<file path="config.mk">
export PLATFORM = sky130hd
export DESIGN_NAME = seq_fetch_exec
export DESIGN_NICKNAME = d
export VERILOG_FILES = /design/src/rtl/seq_pkg.sv /design/src/rtl/seq_decode.sv /design/src/rtl/seq_pc.sv /design/src/rtl/seq_opnd.sv /design/src/rtl/seq_acc.sv /design/src/rtl/seq_fetch_exec.sv
export SDC_FILE = /design/constraint.sdc
export NUM_CORES = 1
export LEC_CHECK = 0
export BUFFER_PORTS_ARGS = -buffer_cell sky130_fd_sc_hd__buf_4
export CAP_MARGIN = 20
export CORE_UTILIZATION = 62
export DETAILED_ROUTE_END_ITERATION = 12
export PLACE_DENSITY = 0.92
export SYNTH_ARGS = -nofsm -noshare
export SYNTH_HDL_FRONTEND = slang
export SYNTH_SLANG_ARGS = --single-unit
</file>
<file path="constraint.sdc">
create_clock -name clk -period 3.02 [get_ports clk]
set_input_delay 0.604 -clock clk [delete_from_list [all_inputs] [get_ports clk]]
set_output_delay 0.604 -clock clk [all_outputs]
set_load 0.02 [all_outputs]
</file>
<file path="src/rtl/seq_pkg.sv">
package seq_pkg;

  localparam int BYTE_W = 8;

  // page-one opcodes
  localparam logic [7:0] OPC_LDI   = 8'hA6;
  localparam logic [7:0] OPC_ADDI  = 8'hAB;
  localparam logic [7:0] OPC_STZP  = 8'hB7;
  localparam logic [7:0] OPC_STEXT = 8'hC7;
  localparam logic [7:0] OPC_CLRA  = 8'h4F;
  localparam logic [7:0] OPC_STOP  = 8'h8E;
  localparam logic [7:0] OPC_ESC   = 8'h9E;
  // page-two opcodes
  localparam logic [7:0] OPC2_STEXT = 8'hD7;

  typedef enum logic [1:0] {
    ST_OPC  = 2'd0,
    ST_OPND = 2'd1,
    ST_EXEC = 2'd2,
    ST_HALT = 2'd3
  } seq_state_e;

  typedef enum logic [2:0] {
    OK_LDI   = 3'd0,
    OK_ADDI  = 3'd1,
    OK_STZP  = 3'd2,
    OK_STEXT = 3'd3,
    OK_CLRA  = 3'd4,
    OK_STOP  = 3'd5,
    OK_ESC   = 3'd6,
    OK_BAD   = 3'd7
  } op_kind_e;

  typedef struct packed {
    op_kind_e    kind;
    logic [1:0]  n_opnd;
  } op_dec_t;

  function automatic op_dec_t decode_op(input logic page2, input logic [7:0] op);
    op_dec_t d;
    d.kind   = OK_BAD;
    d.n_opnd = 2'd0;
    if (!page2) begin
      case (op)
        OPC_LDI:   begin d.kind = OK_LDI;   d.n_opnd = 2'd1; end
        OPC_ADDI:  begin d.kind = OK_ADDI;  d.n_opnd = 2'd1; end
        OPC_STZP:  begin d.kind = OK_STZP;  d.n_opnd = 2'd1; end
        OPC_STEXT: begin d.kind = OK_STEXT; d.n_opnd = 2'd2; end
        OPC_CLRA:  begin d.kind = OK_CLRA;  d.n_opnd = 2'd0; end
        OPC_STOP:  begin d.kind = OK_STOP;  d.n_opnd = 2'd0; end
        OPC_ESC:   begin d.kind = OK_ESC;   d.n_opnd = 2'd0; end
        default:   begin d.kind = OK_BAD;   d.n_opnd = 2'd0; end
      endcase
    end else begin
      if (op == OPC2_STEXT) begin
        d.kind   = OK_STEXT;
        d.n_opnd = 2'd2;
      end
    end
    return d;
  endfunction

  function automatic logic [BYTE_W-1:0] add_wrap(input logic [BYTE_W-1:0] a,
                                                 input logic [BYTE_W-1:0] b);
    return a + b;
  endfunction

  function automatic logic [BYTE_W-1:0] acc_next(input op_kind_e kind,
                                                 input logic [BYTE_W-1:0] acc,
                                                 input logic [BYTE_W-1:0] imm);
    logic [BYTE_W-1:0] r;
    case (kind)
      OK_LDI:  r = imm;
      OK_ADDI: r = add_wrap(acc, imm);
      OK_CLRA: r = '0;
      default: r = acc;
    endcase
    return r;
  endfunction

endpackage

</file>
<file path="src/rtl/seq_decode.sv">
module seq_decode
  import seq_pkg::*;
(
  input  logic       page2,
  input  logic [7:0] opcode,
  output op_kind_e   kind,
  output logic [1:0] n_opnd
);
  op_dec_t dec;

  always_comb begin
    dec    = decode_op(page2, opcode);
    kind   = dec.kind;
    n_opnd = dec.n_opnd;
  end
endmodule

</file>
<file path="src/rtl/seq_pc.sv">
module seq_pc #(
  parameter int                ADDR_W   = 16,
  parameter logic [ADDR_W-1:0] RESET_PC = 'h80
) (
  input  logic              clk,
  input  logic              rst_n,
  input  logic              inc,
  output logic [ADDR_W-1:0] pc
);
  function automatic logic [ADDR_W-1:0] pc_step(input logic [ADDR_W-1:0] p);
    return p + 1'b1;
  endfunction

  always_ff @(posedge clk or negedge rst_n) begin
    if (!rst_n)   pc <= RESET_PC;
    else if (inc) pc <= pc_step(pc);
  end
endmodule

</file>
<file path="src/rtl/seq_opnd.sv">
module seq_opnd
  import seq_pkg::*;
#(
  parameter int N_BYTES = 2,
  localparam int W = N_BYTES * BYTE_W
) (
  input  logic              clk,
  input  logic              rst_n,
  input  logic              clr,
  input  logic              shift_en,
  input  logic [BYTE_W-1:0] byte_in,
  output logic [W-1:0]      opnd
);
  // earlier bytes move up, so the first operand byte ends as the high byte
  always_ff @(posedge clk or negedge rst_n) begin
    if (!rst_n)        opnd <= '0;
    else if (clr)      opnd <= '0;
    else if (shift_en) opnd <= {opnd[W-BYTE_W-1:0], byte_in};
  end
endmodule

</file>
<file path="src/rtl/seq_acc.sv">
module seq_acc
  import seq_pkg::*;
(
  input  logic              clk,
  input  logic              rst_n,
  input  logic              exec_en,
  input  op_kind_e          kind,
  input  logic [BYTE_W-1:0] imm,
  output logic [BYTE_W-1:0] acc
);
  always_ff @(posedge clk or negedge rst_n) begin
    if (!rst_n)       acc <= '0;
    else if (exec_en) acc <= acc_next(kind, acc, imm);
  end
endmodule

</file>
<file path="src/rtl/seq_fetch_exec.sv">
module seq_fetch_exec
  import seq_pkg::*;
#(
  parameter int                ADDR_W   = 16,
  parameter logic [ADDR_W-1:0] RESET_PC = 'h80
) (
  input  logic              clk,
  input  logic              rst_n,
  input  logic [7:0]        mem_rdata,
  output logic [ADDR_W-1:0] mem_addr,
  output logic              mem_rd,
  output logic              mem_wr,
  output logic [7:0]        mem_wdata,
  output logic              halted,
  output logic              illegal
);
  localparam int OPND_BYTES = 2;
  localparam int OPND_W     = OPND_BYTES * BYTE_W;
  localparam int ZP_PAD     = ADDR_W - BYTE_W;

  seq_state_e        state_q, state_d;
  logic              page2_q, page2_d;
  op_kind_e          kind_q, kind_d;
  logic [1:0]        cnt_q, cnt_d;
  logic              illegal_q, illegal_d;

  logic [ADDR_W-1:0] pc;
  logic [OPND_W-1:0] opnd;
  logic [BYTE_W-1:0] acc;
  op_kind_e          dec_kind;
  logic [1:0]        dec_n;

  // named events for the checker
  logic ev_fetch_op, ev_fetch_opnd, ev_exec, ev_escape, ev_bad, ev_store;

  function automatic logic [ADDR_W-1:0] zp_addr(input logic [BYTE_W-1:0] lo);
    return {{ZP_PAD{1'b0}}, lo};
  endfunction

  function automatic logic [ADDR_W-1:0] ext_addr(input logic [OPND_W-1:0] o);
    return o[ADDR_W-1:0];
  endfunction

  seq_decode u_dec (
    .page2  (page2_q),
    .opcode (mem_rdata),
    .kind   (dec_kind),
    .n_opnd (dec_n)
  );

  seq_pc #(.ADDR_W(ADDR_W), .RESET_PC(RESET_PC)) u_pc (
    .clk   (clk),
    .rst_n (rst_n),
    .inc   (mem_rd),
    .pc    (pc)
  );

  seq_opnd #(.N_BYTES(OPND_BYTES)) u_opnd (
    .clk      (clk),
    .rst_n    (rst_n),
    .clr      (ev_fetch_op),
    .shift_en (ev_fetch_opnd),
    .byte_in  (mem_rdata),
    .opnd     (opnd)
  );

  seq_acc u_acc (
    .clk     (clk),
    .rst_n   (rst_n),
    .exec_en (ev_exec),
    .kind    (kind_q),
    .imm     (opnd[BYTE_W-1:0]),
    .acc     (acc)
  );

  always_comb begin
    ev_fetch_op   = (state_q == ST_OPC);
    ev_fetch_opnd = (state_q == ST_OPND);
    ev_exec       = (state_q == ST_EXEC);
    ev_escape     = ev_fetch_op && (dec_kind == OK_ESC);
    ev_bad        = ev_fetch_op && (dec_kind == OK_BAD);
    ev_store      = ev_exec && ((kind_q == OK_STZP) || (kind_q == OK_STEXT));
  end

  always_comb begin
    state_d   = state_q;
    page2_d   = page2_q;
    kind_d    = kind_q;
    cnt_d     = cnt_q;
    illegal_d = illegal_q;
    case (state_q)
      ST_OPC: begin
        if (ev_escape) begin
          page2_d = 1'b1;
        end else if (ev_bad) begin
          illegal_d = 1'b1;
          state_d   = ST_HALT;
        end else begin
          kind_d  = dec_kind;
          cnt_d   = dec_n;
          state_d = (dec_n == 2'd0) ? ST_EXEC : ST_OPND;
        end
      end
      ST_OPND: begin
        cnt_d = cnt_q - 2'd1;
        if (cnt_q == 2'd1) state_d = ST_EXEC;
      end
      ST_EXEC: begin
        page2_d = 1'b0;
        state_d = (kind_q == OK_STOP) ? ST_HALT : ST_OPC;
      end
      default: state_d = ST_HALT;
    endcase
  end

  always_ff @(posedge clk or negedge rst_n) begin
    if (!rst_n) begin
      state_q   <= ST_OPC;
      page2_q   <= 1'b0;
      kind_q    <= OK_STOP;
      cnt_q     <= 2'd0;
      illegal_q <= 1'b0;
    end else begin
      state_q   <= state_d;
      page2_q   <= page2_d;
      kind_q    <= kind_d;
      cnt_q     <= cnt_d;
      illegal_q <= illegal_d;
    end
  end

  always_comb begin
    mem_rd    = ev_fetch_op || ev_fetch_opnd;
    mem_wr    = ev_store;
    mem_wdata = acc;
    if (ev_store && (kind_q == OK_STZP))       mem_addr = zp_addr(opnd[BYTE_W-1:0]);
    else if (ev_store && (kind_q == OK_STEXT)) mem_addr = ext_addr(opnd);
    else                                       mem_addr = pc;
    halted  = (state_q == ST_HALT);
    illegal = illegal_q;
  end
endmodule

</file>
-- Word-level counts from Yosys, hierarchy flattened
Index checks and enable logic that the tools add are counted.
- equal/unequal tests: 23
- muxes and demuxes: 19
- add/subtract/negate cells: 3
- bitwise operators: 2
- reduce and logical (&&, ||, !) cells: 19
- operators with widths (operator ; number):
    $mux W16 ; 4
    $eq A8 B8 Y1 const B ; 7
    $pmux W5 S7 ; 1
    $pmux W8 S3 ; 1
    $add A16 B1 Y16 const B ; 1
    $mux W2 ; 7
    $eq A3 B3 Y1 const B ; 4
    $mux W5 ; 2
    $reduce_and A3 Y1 ; 3
    $add A8 B8 Y8 ; 1
    $eq A8 B7 Y1 const B ; 1
    $eq A3 B2 Y1 const B ; 2
    $pmux W2 S3 ; 1
    $reduce_and A2 Y1 ; 3
    $logic_and A1 B1 Y1 ; 5
    $eq A2 B1 Y1 const B ; 2
    $eq A2 B2 Y1 const B ; 2
    $logic_not A2 Y1 ; 2
    $ne A2 B1 Y1 const B ; 2
    $ne A2 B2 Y1 const B ; 2
    $pmux W2 S2 ; 1
    $reduce_bool A2 Y1 ; 2
    $eq A3 B1 Y1 const B ; 1
    $logic_not A3 Y1 ; 1
    6 further kinds ; 8
- input port bits: 10
- flip-flop bits (word level): 49
- output and inout port bits: 28

-- Longest topological paths before layout
Gate-level depths: netlist of run 1.
- word-level depth: 8
- mapped depth: 8
- gate-level depth less buffers: 8

-- Cells and area by module
A second synthesis of run 1 with hierarchy kept.
- cell total of the unflattened synthesis: 303
- area total of the unflattened synthesis: 3019.1 µm²
- modules (own cells, without submodules) (module ; area an instance (µm²) ; instances ; seq. area each (µm²) ; cells an instance):
    seq_fetch_exec ; 739.5 ; 1 ; 227.7 ; 87
    seq_pc ; 696.9 ; 1 ; 401.6 ; 56
    seq_acc ; 691.9 ; 1 ; 200.2 ; 75
    seq_opnd ; 660.6 ; 1 ; 400.4 ; 52
    seq_decode ; 230.2 ; 1 ; 0.0 ; 33

-- Least setup slack after synthesis of run 1
No wires, ideal clock.
- path kind: flip-flop to output port
- from: register state_q[0]
- to: output mem_addr[2]
- setup slack: 601 ps
- data required time: 2416 ps
- buffers on the path: 2
- data arrival time: 1815 ps
- cell stages (with the launch flop): 7
- cell sequence: dfrtp_1 > inv_1 > nand2_1 > or3_1 > clkbuf_1 > clkbuf_1 > o21ai_0
- cells in the longest elaborated chain, start to end: 5
- elaborated cells on any way between the ends: 6
- those cells by class: eq/ne: 1; mux: 2; reduce/logical: 3
- ends and longest elaborated chain (item ; line ; RTL):
    start: declaration ; seq_fetch_exec.sv:21 ; seq_state_e state_q, state_d;
    start signal: assignment ; seq_fetch_exec.sv:124 ; state_q <= state_d;
    $eq A2 B2 Y1 (*) ; seq_fetch_exec.sv:79 ; ev_exec = (state_q == ST_EXEC);
    $logic_and A1 B1 Y1 (*) ; seq_fetch_exec.sv:82 ; ev_store = ev_exec && ((kind_q == OK_STZP) || (kind_q == OK_STEXT));
    $logic_and A1 B1 Y1 ; seq_fetch_exec.sv:137 ; else if (ev_store && (kind_q == OK_STEXT)) mem_addr = ext_addr(opnd);
    $mux W16 ; seq_fetch_exec.sv:137 ;
    $mux W16 (*) ; seq_fetch_exec.sv:136 ; if (ev_store && (kind_q == OK_STZP)) mem_addr = zp_addr(opnd[BYTE_W-1:0]);
    end: declaration ; seq_fetch_exec.sv:10 ; output logic [ADDR_W-1:0] mem_addr,
Mark *: on every way between the ends. The rest lies on a longest branch, timed or not.

-- Worst setup path after layout of run 1
- from: register state_q[0]
- to: output mem_addr[6]
Same word-level chain as after synthesis.

==> qor.yml, run 1 <==
timing:
  min_period_over_period_pct: 87.3
  setup_viol: 0
  hold_violations: 0
  relSlewSlack_pct: 38.2
  rsz0062_at_grt: "false"
  finalClockSkew_ps: 6.52
  setup_tns_ps: 0
  slew_violations: 0
  max_freq_mhz: 379
  period_minus_slack_ps: 2640
  fin_ws_ps: 385
  tightest_slew_ps: 924
global_routing:
  grt_overflow: 0
  grt_util_all_layers_pct: 30.3
  grt_pass1_vias: 2510
  grt_max_degree: 50
  grt_antenna_before_repair: 0
  grt_pass1_wl_um: 11800
setup_path:
  critical_path_class: "flip-flop to output pin"
  crit_arrival_ps: 2030
  worst-path-max-fanout: 26
  start_kind: "flip-flop"
  r2r-start: "u_opnd.opnd[0]"
  reg2reg_depth: 7
  r2r-end: "u_acc.acc[6]"
  ff2ff_setup_slack_ps: 780
  end_kind: "output pin"
  worstPathRequired_ps: 2420
finish:
  drive_above_1_share_pct: 19.2
  fin_nets: 380
  layout_commonest_cell: "nand2_1"
  nFillCells: 308
  layout_common_cells: "nand2_1 (65), dfrtp_1 (46), buf_4 (39), o21ai_0 (22), nor2_1 (19)"
  areaGrowthSynthToFinish_pct: 12.9
  diodes: 0
clock_network:
  clock-sinks: 49
  cts_buffers: 5
  clk_path_buf_depth: 2
  tritoncts: "done"
  clk_pin_slew_worst_paths_ps: 90
  h-tree-depth: 2
  post_cts_buffers: 0
  clk_latency_ps: 310
  cts-root-buf: "clkbuf_8"
floorplanning:
  rows: 24
  core-area_mm2: 0.00447
  ioPinCount: 38
  dieArea_mm2: 0.00507
  die_h_um: 71.2
  dieWidth_um: 71.2
  start_util_pct: 66.3
flow_run:
  drv_cap: 0
synth:
  ys_top_cells_by_area: "dfrtp_1 (39%), nand2_1 (8.2%), a22o_1 (4.4%)"
  synth_top_area_cell: "dfrtp_1"
  yosysSeqAreaShare_pct: 41.5
  async_reset_ff_share_pct: 100
  ys_types: 61
  synth_cells: 328
  synth_top_area_share_pct: 38.8
  ys.flop_type: "dfrtp_1"
  ys_ff_latch: 49
  synth_fp_nets: 348
  synth_area_per_cell_um2: 9.04
  synth-edff-count: 0
  yosysWarnings: 0
  synthesis.area_mm2: 0.00297
placement:
  finalWeightedCongestion: 0.913
  port_buffers: 37
  hpwl_um: 5030
  pre_cts_ws_ps: 457
drt:
  drt-total-wl_um: 6830
  ant_nets: 0
  route.detailed.drc: 1
  via_count: 2585
  dr.pass1.iters: 8
  route.detailed.wl_per_inst_um: 16.6
  routed_via_density: 6.27
  drtIter0Drc: 261
outcome:
  violations: "DRC"
  status: "complete, but fails checks"
power:
  power.density_mw_per_mm2: 900
  vdd_drop_max_mv: 0.546
  finalPower_uw: 3010
  leakagePower_uw: 0.00152
worst_hold_path:
  hp-class: "input port to async pin"
==> worst max-delay path by stage <==
stage / startpoint / end / slack (ps) / cells past startpoint
finish: state_q[0] / mem_addr[6] / 380 / 7
global route: state_q[0] / mem_addr[6] / 230 / 7
CTS: state_q[0] / mem_addr[6] / 140 / 7
detailed placement: mem_rdata[4] / state_q[1] / 460 / 7
global placement: mem_rdata[5] / state_q[0] / 500 / 7
floorplan: state_q[0] / mem_addr[2] / 600 / 6
==> worst max-delay path, cell delays in order (launching register included) <==
cell and delay [ps]:
dfrtp_1 430, inv_1 160, nand2_1 140, or3_4 480
inv_1 200, nand2_1 80, nand2_1 90, buf_4 140
==> metal layers <==
metal	vias to the layer above	track usage, %	routed length (µm)
li1	1233	-	-
met5	-	0	0
met4	0	15.1	199
met3	20	5.27	337
met1	1237	40.2	3030
met2	95	48.1	3260
==> where the power goes <==
part	switching (µW)	internal (µW)	leakage [µW]	total [µW]
Sequential	315	892	0.000616	1210
Combinational	794	613	0.000861	1410
Clock	218	181	0.0000433	400
==> area by class of cell <==
cell class	instances	area (µm²)	area share, %
Multi-Input combinational cell	256	1640	48.9
Sequential cell	49	1230	36.7
Timing Repair Buffer	39	293	8.74
Clock buffer	6	82.6	2.47
Tap cell	52	65.1	1.94
Inverter	9	33.8	1.01
Clock inverter	1	7.51	0.224
==> cell usage after synthesis (all sizes together) (4+ instances only) <==
cell type	n
nor3b	4
mux2	4
a21o	5
nor3	5
nand3	11
nor2	19
nand4	5
a21oi	10
nand2b	4
inv	9
ha	9
a22o	15
buf	4
dfrtp	46
xor2	6
o21ai	22
and2	5
clkbuf	10
xnor2	15
nand2	66
==> timing repair <==
action,in CTS,in global routing
endpoints found under the setup margin,0,5
resized for setup,0,2
hold buffers,0,0
==> kinds of logic after synthesis <==
logic type	count (synthesis)	synth area share, %
fa+ha+maj	10	4.47
xor+xnor	21	6.20
compound gates	75	17.2
buf+inv	23	3.54
simple gates	144	25.0
mux	6	2.19
flops	49	41.5
==> sequential cells by signal, indices dropped and copies added, names as in the netlist <==
register	count
cnt_q	2
illegal	1
kind_q	3
page2_q	1
state_q	2
u_acc.acc	8
u_opnd.opnd	16
u_pc.pc	16
==> through the flow <==
step / std cells / cell area, µm² / utilization [%] / hold slack [ps]
2_1_floorplan: 328 / 2970 / - / 308
3_3_place_gp: 405 / 3250 / 72.7 / 457
3_5_place_dp: 405 / 3250 / 72.7 / 456
4_1_cts: 412 / 3340 / 74.7 / 320
5_1_grt: 412 / 3350 / 74.8 / 355
6_report: 412 / 3350 / 74.8 / 291
Note: power is estimated with default switching activity, not from simulation.
==> run 2: changes to the inputs <==
--- a/config.mk
+++ b/config.mk
@@ -9,7 +9,8 @@
 export CAP_MARGIN = 20
 export CORE_UTILIZATION = 62
 export DETAILED_ROUTE_END_ITERATION = 12
-export PLACE_DENSITY = 0.92
+export MAX_ROUTING_LAYER = met4
+export PLACE_DENSITY = 0.83
 export SYNTH_ARGS = -nofsm -noshare
 export SYNTH_HDL_FRONTEND = slang
 export SYNTH_SLANG_ARGS = --single-unit
==> qor.yml, run 2 (synthesis gave the netlist of run 1 again) <==
outcome:
  status: "complete, but fails checks"
  violations: "DRC"
global_routing:
  grt_util_all_layers_pct: 29.0  # -1.3 points
  grt_max_degree: 50  # unchanged
  grt_antenna_before_repair: 0  # unchanged
  grt_pass1_wl_um: 11000  # -6.0%
  grt_overflow: 0  # unchanged
  grt_pass1_vias: 2291  # -8.7%
flow_run:
  drv_cap: 0  # unchanged
clock_network:
  tritoncts: "done"
  clk_path_buf_depth: 2  # unchanged
  cts-root-buf: "clkbuf_8"
  clk_latency_ps: 300  # about the same
  postCtsHoldBufs: 0  # unchanged
  post_cts_buffers: 0  # unchanged
  cts_buffers: 5  # unchanged
  clock-sinks: 49  # unchanged
  clk_pin_slew_worst_paths_ps: 90  # about the same
  h-tree-depth: 2  # unchanged
timing:
  hold_violations: 0  # unchanged
  finalClockSkew_ps: 4.51  # -2.01 ps
  setup_viol: 0  # unchanged
  setup_tns_ps: 0  # unchanged
  tightest_slew_ps: 847  # -77.2 ps
  slew_violations: 0  # unchanged
  whs_ps: 304  # +12.6 ps
  rsz0062_at_grt: "false"
  period_minus_slack_ps: 2830  # +198 ps
  min_period_over_period_pct: 93.8  # +6.5 points
  max_freq_mhz: 353  # -7.0%
  relSlewSlack_pct: 43.3  # +5.2 points
floorplanning:
  rows: 24  # unchanged
  start_util_pct: 66.3  # unchanged
  dieWidth_um: 71.2  # unchanged
  ioPinCount: 38  # unchanged
  dieArea_mm2: 0.00507  # unchanged
  core-area_mm2: 0.00447  # unchanged
  die_h_um: 71.2  # unchanged
setup_path:
  crit_arrival_ps: 2230  # +200 ps
  reg2reg_depth: 7  # unchanged
  worstPathRequired_ps: 2420  # about the same
  critical_path_class: "flip-flop to output pin"
  r2r-end: "u_acc.acc[6]"
  r2r-start: "u_opnd.opnd[0]"
  worst-path-max-fanout: 26  # unchanged
  end_kind: "output pin"
  ff2ff_setup_slack_ps: 780  # about the same
  start_kind: "flip-flop"
finish:
  final_area_mm2: 0.00334  # -0.22%
  reg.largest.list: "u_opnd.opnd x16, u_pc.pc x16, u_acc.acc x8"
  fin_nets: 380  # unchanged
  layout_common_cells: "nand2_1 (65), dfrtp_1 (46), buf_4 (39), o21ai_0 (22), nor2_1 (19)"
  diodes: 0  # unchanged
  layout_commonest_cell: "nand2_1"
  drive_above_1_share_pct: 19.1  # -0.053 points
  areaGrowthSynthToFinish_pct: 12.6
  final_core_util_pct: 74.7  # -0.17 points
placement:
  finalWeightedCongestion: 0.812  # -11%
  place_area_mm2: 0.00325  # unchanged
  port_buffers: 37  # unchanged
  hpwl_um: 4880  # -3.1%
power:
  vdd_drop_max_mv: 0.508  # -6.9%
  power.density_mw_per_mm2: 888  # -1.4%
  leakagePower_uw: 0.00152  # about the same
drt:
  ant_nets: 0  # unchanged
  routed_via_density: 6.02  # -4.0%
  drt-total-wl_um: 6620  # -3.1%
  route.detailed.wl_per_inst_um: 16.0  # -3.3%
  via_count: 2487  # -3.8%
  dr.pass1.iters: 9  # +1
  drtIter0Drc: 153  # -41%
  route.detailed.drc: 3  # +2
worst_hold_path:
  hp-class: "input port to async pin"
[run 2: cell types whose count changed in the layout (fill, tap and decap cells not counted)]
cell	delta
clkbuf_1	+1
clkbuf_8	-1
clkinv_2	+1
clkinvlp_4	-1
inv_6	+1
or3_2	+1
or3_4	-1
[run 2: power by group]
group / switching [µW] / internal [µW]
clock network: 218 / 165
registers: 297 / 892
logic: 783 / 609
total: 1300 / 1670
[run 2: what timing repair did]
action,in CTS,in global routing
endpoints found under the setup margin,0,5
gates resized for setup,0,1
endpoints found under the hold margin,0,0
[run 2: metrics by stage]
step | setup slack [ps] | total power [µW] | std cells
2_1_floorplan | 601 | 2110 | 328
3_3_place_gp | 505 | 2520 | 405
3_5_place_dp | 496 | 2560 | 405
4_1_cts | 170 | 2960 | 413
5_1_grt | 21.1 | 3180 | 413
6_report | 187 | 2970 | 413
[run 2: how the worst max path moves through the flow]
stage | start | to | depth (start not counted)
CTS | state_q[0] | mem_addr[0] | 7
floorplan | state_q[0] | mem_addr[2] | 6
global placement | mem_rdata[4] | state_q[0] | 7
finish | state_q[0] | mem_addr[0] | 7
detailed placement | state_q[0] | mem_addr[0] | 7
global route | state_q[0] | mem_addr[5] | 7
[run 2: area by class of cell]
type	count	area (µm²)
Clock inverter	2	13.8
Inverter	9	33.8
Sequential cell	49	1230
Multi-Input combinational cell	256	1630
Tap cell	52	65.1
Timing Repair Buffer	39	293
Fill cell	340	1130
Clock buffer	6	72.6
[run 2: critical path: stages, from the launching register on]
cell     delay [ps]
dfrtp_1         430
inv_1           160
nand2_1         140
or3_2           650
inv_1           250
nand2_1          90
nand2_1          70
buf_4           130
[run 2: routing by layer]
| metal | GRT usage, % | part of all wire [%] | up-vias |
|---|---|---|---|
| met3 | 4.42 | 3.1 | 7 |
| li1 | - | - | 1233 |
| met2 | 46.7 | 49 | 52 |
| met1 | 39.4 | 47 | 1195 |
| met5 | - | 0 | - |
| met4 | 6.00 | 0.97 | 0 |
==> run 3: changes to the inputs <==
--- a/config.mk
+++ b/config.mk
@@ -7,10 +7,11 @@
 export LEC_CHECK = 0
 export BUFFER_PORTS_ARGS = -buffer_cell sky130_fd_sc_hd__buf_4
 export CAP_MARGIN = 20
-export CORE_UTILIZATION = 62
+export CORE_UTILIZATION = 52
 export DETAILED_ROUTE_END_ITERATION = 12
+export GPL_TIMING_DRIVEN = 1
 export MAX_ROUTING_LAYER = met4
-export PLACE_DENSITY = 0.83
+export PLACE_DENSITY = 0.74
 export SYNTH_ARGS = -nofsm -noshare
 export SYNTH_HDL_FRONTEND = slang
 export SYNTH_SLANG_ARGS = --single-unit
==> constraint.sdc (replaced) <==
create_clock -name clk -period 2.5 [get_ports clk]
set_input_delay 0.25 -clock clk [delete_from_list [all_inputs] [get_ports clk]]
set_output_delay 0.25 -clock clk [all_outputs]
set_load 0.02 [all_outputs]
==> qor.yml, run 3 (synthesis gave the netlist of run 1 again) <==
outcome:
  status: "finished clean"
floorplanning:
  core-area_mm2: 0.00551  # +23%
  dieArea_mm2: 0.00601  # +19%
  dieWidth_um: 77.5  # +8.9%
  die_h_um: 77.5  # +8.9%
  rows: 27  # +13%
  ioPinCount: 38  # unchanged
  start_util_pct: 53.9  # -12 points
global_routing:
  grt_antenna_before_repair: 0  # unchanged
  gr-usage-met2_pct: 40.8  # -5.9 points
  grt_pass1_vias: 2418  # +5.5%
  grt_most_used_layer: "met2"
  grt_pass1_wl_um: 11700  # +6.1%
  grt_max_degree: 50  # unchanged
  use_met3_pct: 3.76  # -0.65 points
  grt_util_all_layers_pct: 25.3  # -3.7 points
  grt_overflow: 0  # unchanged
  use_met1_pct: 32.7  # -6.6 points
worst_hold_path:
  hp-class: "input port to flip-flop"
  holdPathStages: 2
placement:
  place_area_mm2: 0.00330  # +1.5%
  dp.cells: 428  # +5.7%
  hpwl_um: 5180  # +6.2%
  finalWeightedCongestion: 0.913  # +12%
  port_buffers: 37  # unchanged
  pre_cts_ws_ps: 238  # -258 ps
setup_path:
  worstPathRequired_ps: 2680  # +260 ps
  start_kind: "flip-flop"
  end_kind: "flip-flop"
  worst_path_max_delay_cell: "dfrtp_1"
  max_stage_delay_ps: 470  # -180 ps
  crit_arrival_ps: 2460  # +230 ps
  critical_path_class: "flip-flop to flip-flop"
  worst-path-max-fanout: 6  # -77%
  reg2reg_depth: 7  # unchanged
  path_cells: "ha_1 > fa_1 > a211oi_1 > o21ai_0 > a21oi_1 > xor2_1 > o311ai_0"
clock_network:
  h-tree-depth: 2  # unchanged
  cts_buffers: 5  # unchanged
  cts-root-buf: "clkbuf_8"
  tritoncts: "done"
  clock-sinks: 49  # unchanged
  post_cts_buffers: 0  # unchanged
  clk_pin_slew_worst_paths_ps: 90  # about the same
  clk_path_buf_depth: 2  # unchanged
  clk_latency_ps: 300  # about the same
timing:
  slew_violations: 0  # unchanged
  relSlewSlack_pct: 41.7  # -1.7 points
  tightest_slew_ps: 872  # +25.3 ps
  setup_tns_ps: 0  # unchanged
  setup_viol: 0  # unchanged
  hold_violations: 0  # unchanged
  period_minus_slack_ps: 2280
  max_freq_mhz: 439
  min_period_over_period_pct: 91.1
  whs_ps: 195  # -109 ps
  finalClockSkew_ps: 3.60  # -0.907 ps
  rsz0062_at_grt: "false"
  fin_ws_ps: 222  # +35.2 ps
drt:
  route.detailed.drc: 0  # -3
  via_count: 2485  # -0.080%
  route.detailed.wl_per_inst_um: 15.5  # -3.0%
  drt-total-wl_um: 6790  # +2.6%
  routed_via_density: 5.69  # -5.6%
  ant_nets: 0  # unchanged
  drtIter0Drc: 168  # +9.8%
  dr.pass1.iters: 4  # -5
finish:
  instances_no_fill: 437  # +5.8%
  drive_above_1_share_pct: 19.2  # +0.065 points
  final_area_mm2: 0.00340  # +1.6%
  diodes: 0  # unchanged
  reg.largest.list: "u_opnd.opnd x16, u_pc.pc x16, u_acc.acc x8"
  layout_commonest_cell: "nand2_1"
  areaGrowthSynthToFinish_pct: 14.5
  fin_nets: 384  # +1.1%
  layout_common_cells: "nand2_1 (65), dfrtp_1 (46), buf_4 (42), o21ai_0 (22), nor2_1 (19)"
power:
  vdd_drop_max_mv: 0.364  # -28%
  power.density_mw_per_mm2: 1060  # +19%
  leakagePower_uw: 0.00153  # +0.91%
flow_run:
  drv_cap: 0  # unchanged
[run 3: cell types whose count changed in the layout (fill, tap and decap cells not counted)]
cell,previous run,this run
or3_4,0,1
clkinv_2,1,0
dlygate4sd3_1,0,1
inv_6,1,0
clkbuf_1,1,3
buf_4,39,42
or3_2,1,0
[run 3: layout make-up]
type,count,area [µm²]
timing repair buffer,43,325
sequential,49,1230
tap,72,90.1
clock buffer,8,80.1
inverter,9,33.8
fill,494,2110
multi-input combinational,256,1640
[run 3: what timing repair did]
item / 4_1_cts / 5_1_grt
endpoints found under the hold margin: 46 / 0
resized for setup: 0 / 1
setup endpoints to repair: 0 / 9
hold buffers: 1 / 0
[run 3: power by group]
group	internal, µW	switching [µW]	total [µW]
logic	761	963	1720
clock network	199	252	452
registers	1080	332	1410
[run 3: path summary, 6_finish.rpt]
kind	startpoint	end	slack, ps
setup / recovery	u_opnd.opnd[0]	u_acc.acc[6]	220
max in group asynchronous	rst_n	cnt_q[0]	1580
setup reg to reg	u_opnd.opnd[0]	u_acc.acc[6]	220
hold reg to reg	u_pc.pc[15]	u_pc.pc[15]	480
min in group asynchronous	rst_n	u_acc.acc[3]	490
hold / removal	mem_rdata[1]	u_opnd.opnd[1]	200
[run 3: through the flow]
stage                     power, µW  util (%)
after detailed placement       3140      59.9
after global routing           3870      61.7
after floorplan                2550         -
after CTS                      3590      61.6
final                          3590      61.7
after global placement         3090      59.9
[run 3: layer usage]
layer	vias up	share of wire (%)	wire length (µm)
met1	1186	47	3190
li1	1236	-	-
met2	54	48	3280
met4	0	1.3	85
met5	-	0	0
met3	9	3.4	232
[run 3: critical path, delay by kind of cell (launching register included)]
family          cells  cell delay (ps)
xor+xnor            1               80
flops               1              470
compound gates      4              910
fa+ha+maj           2              690
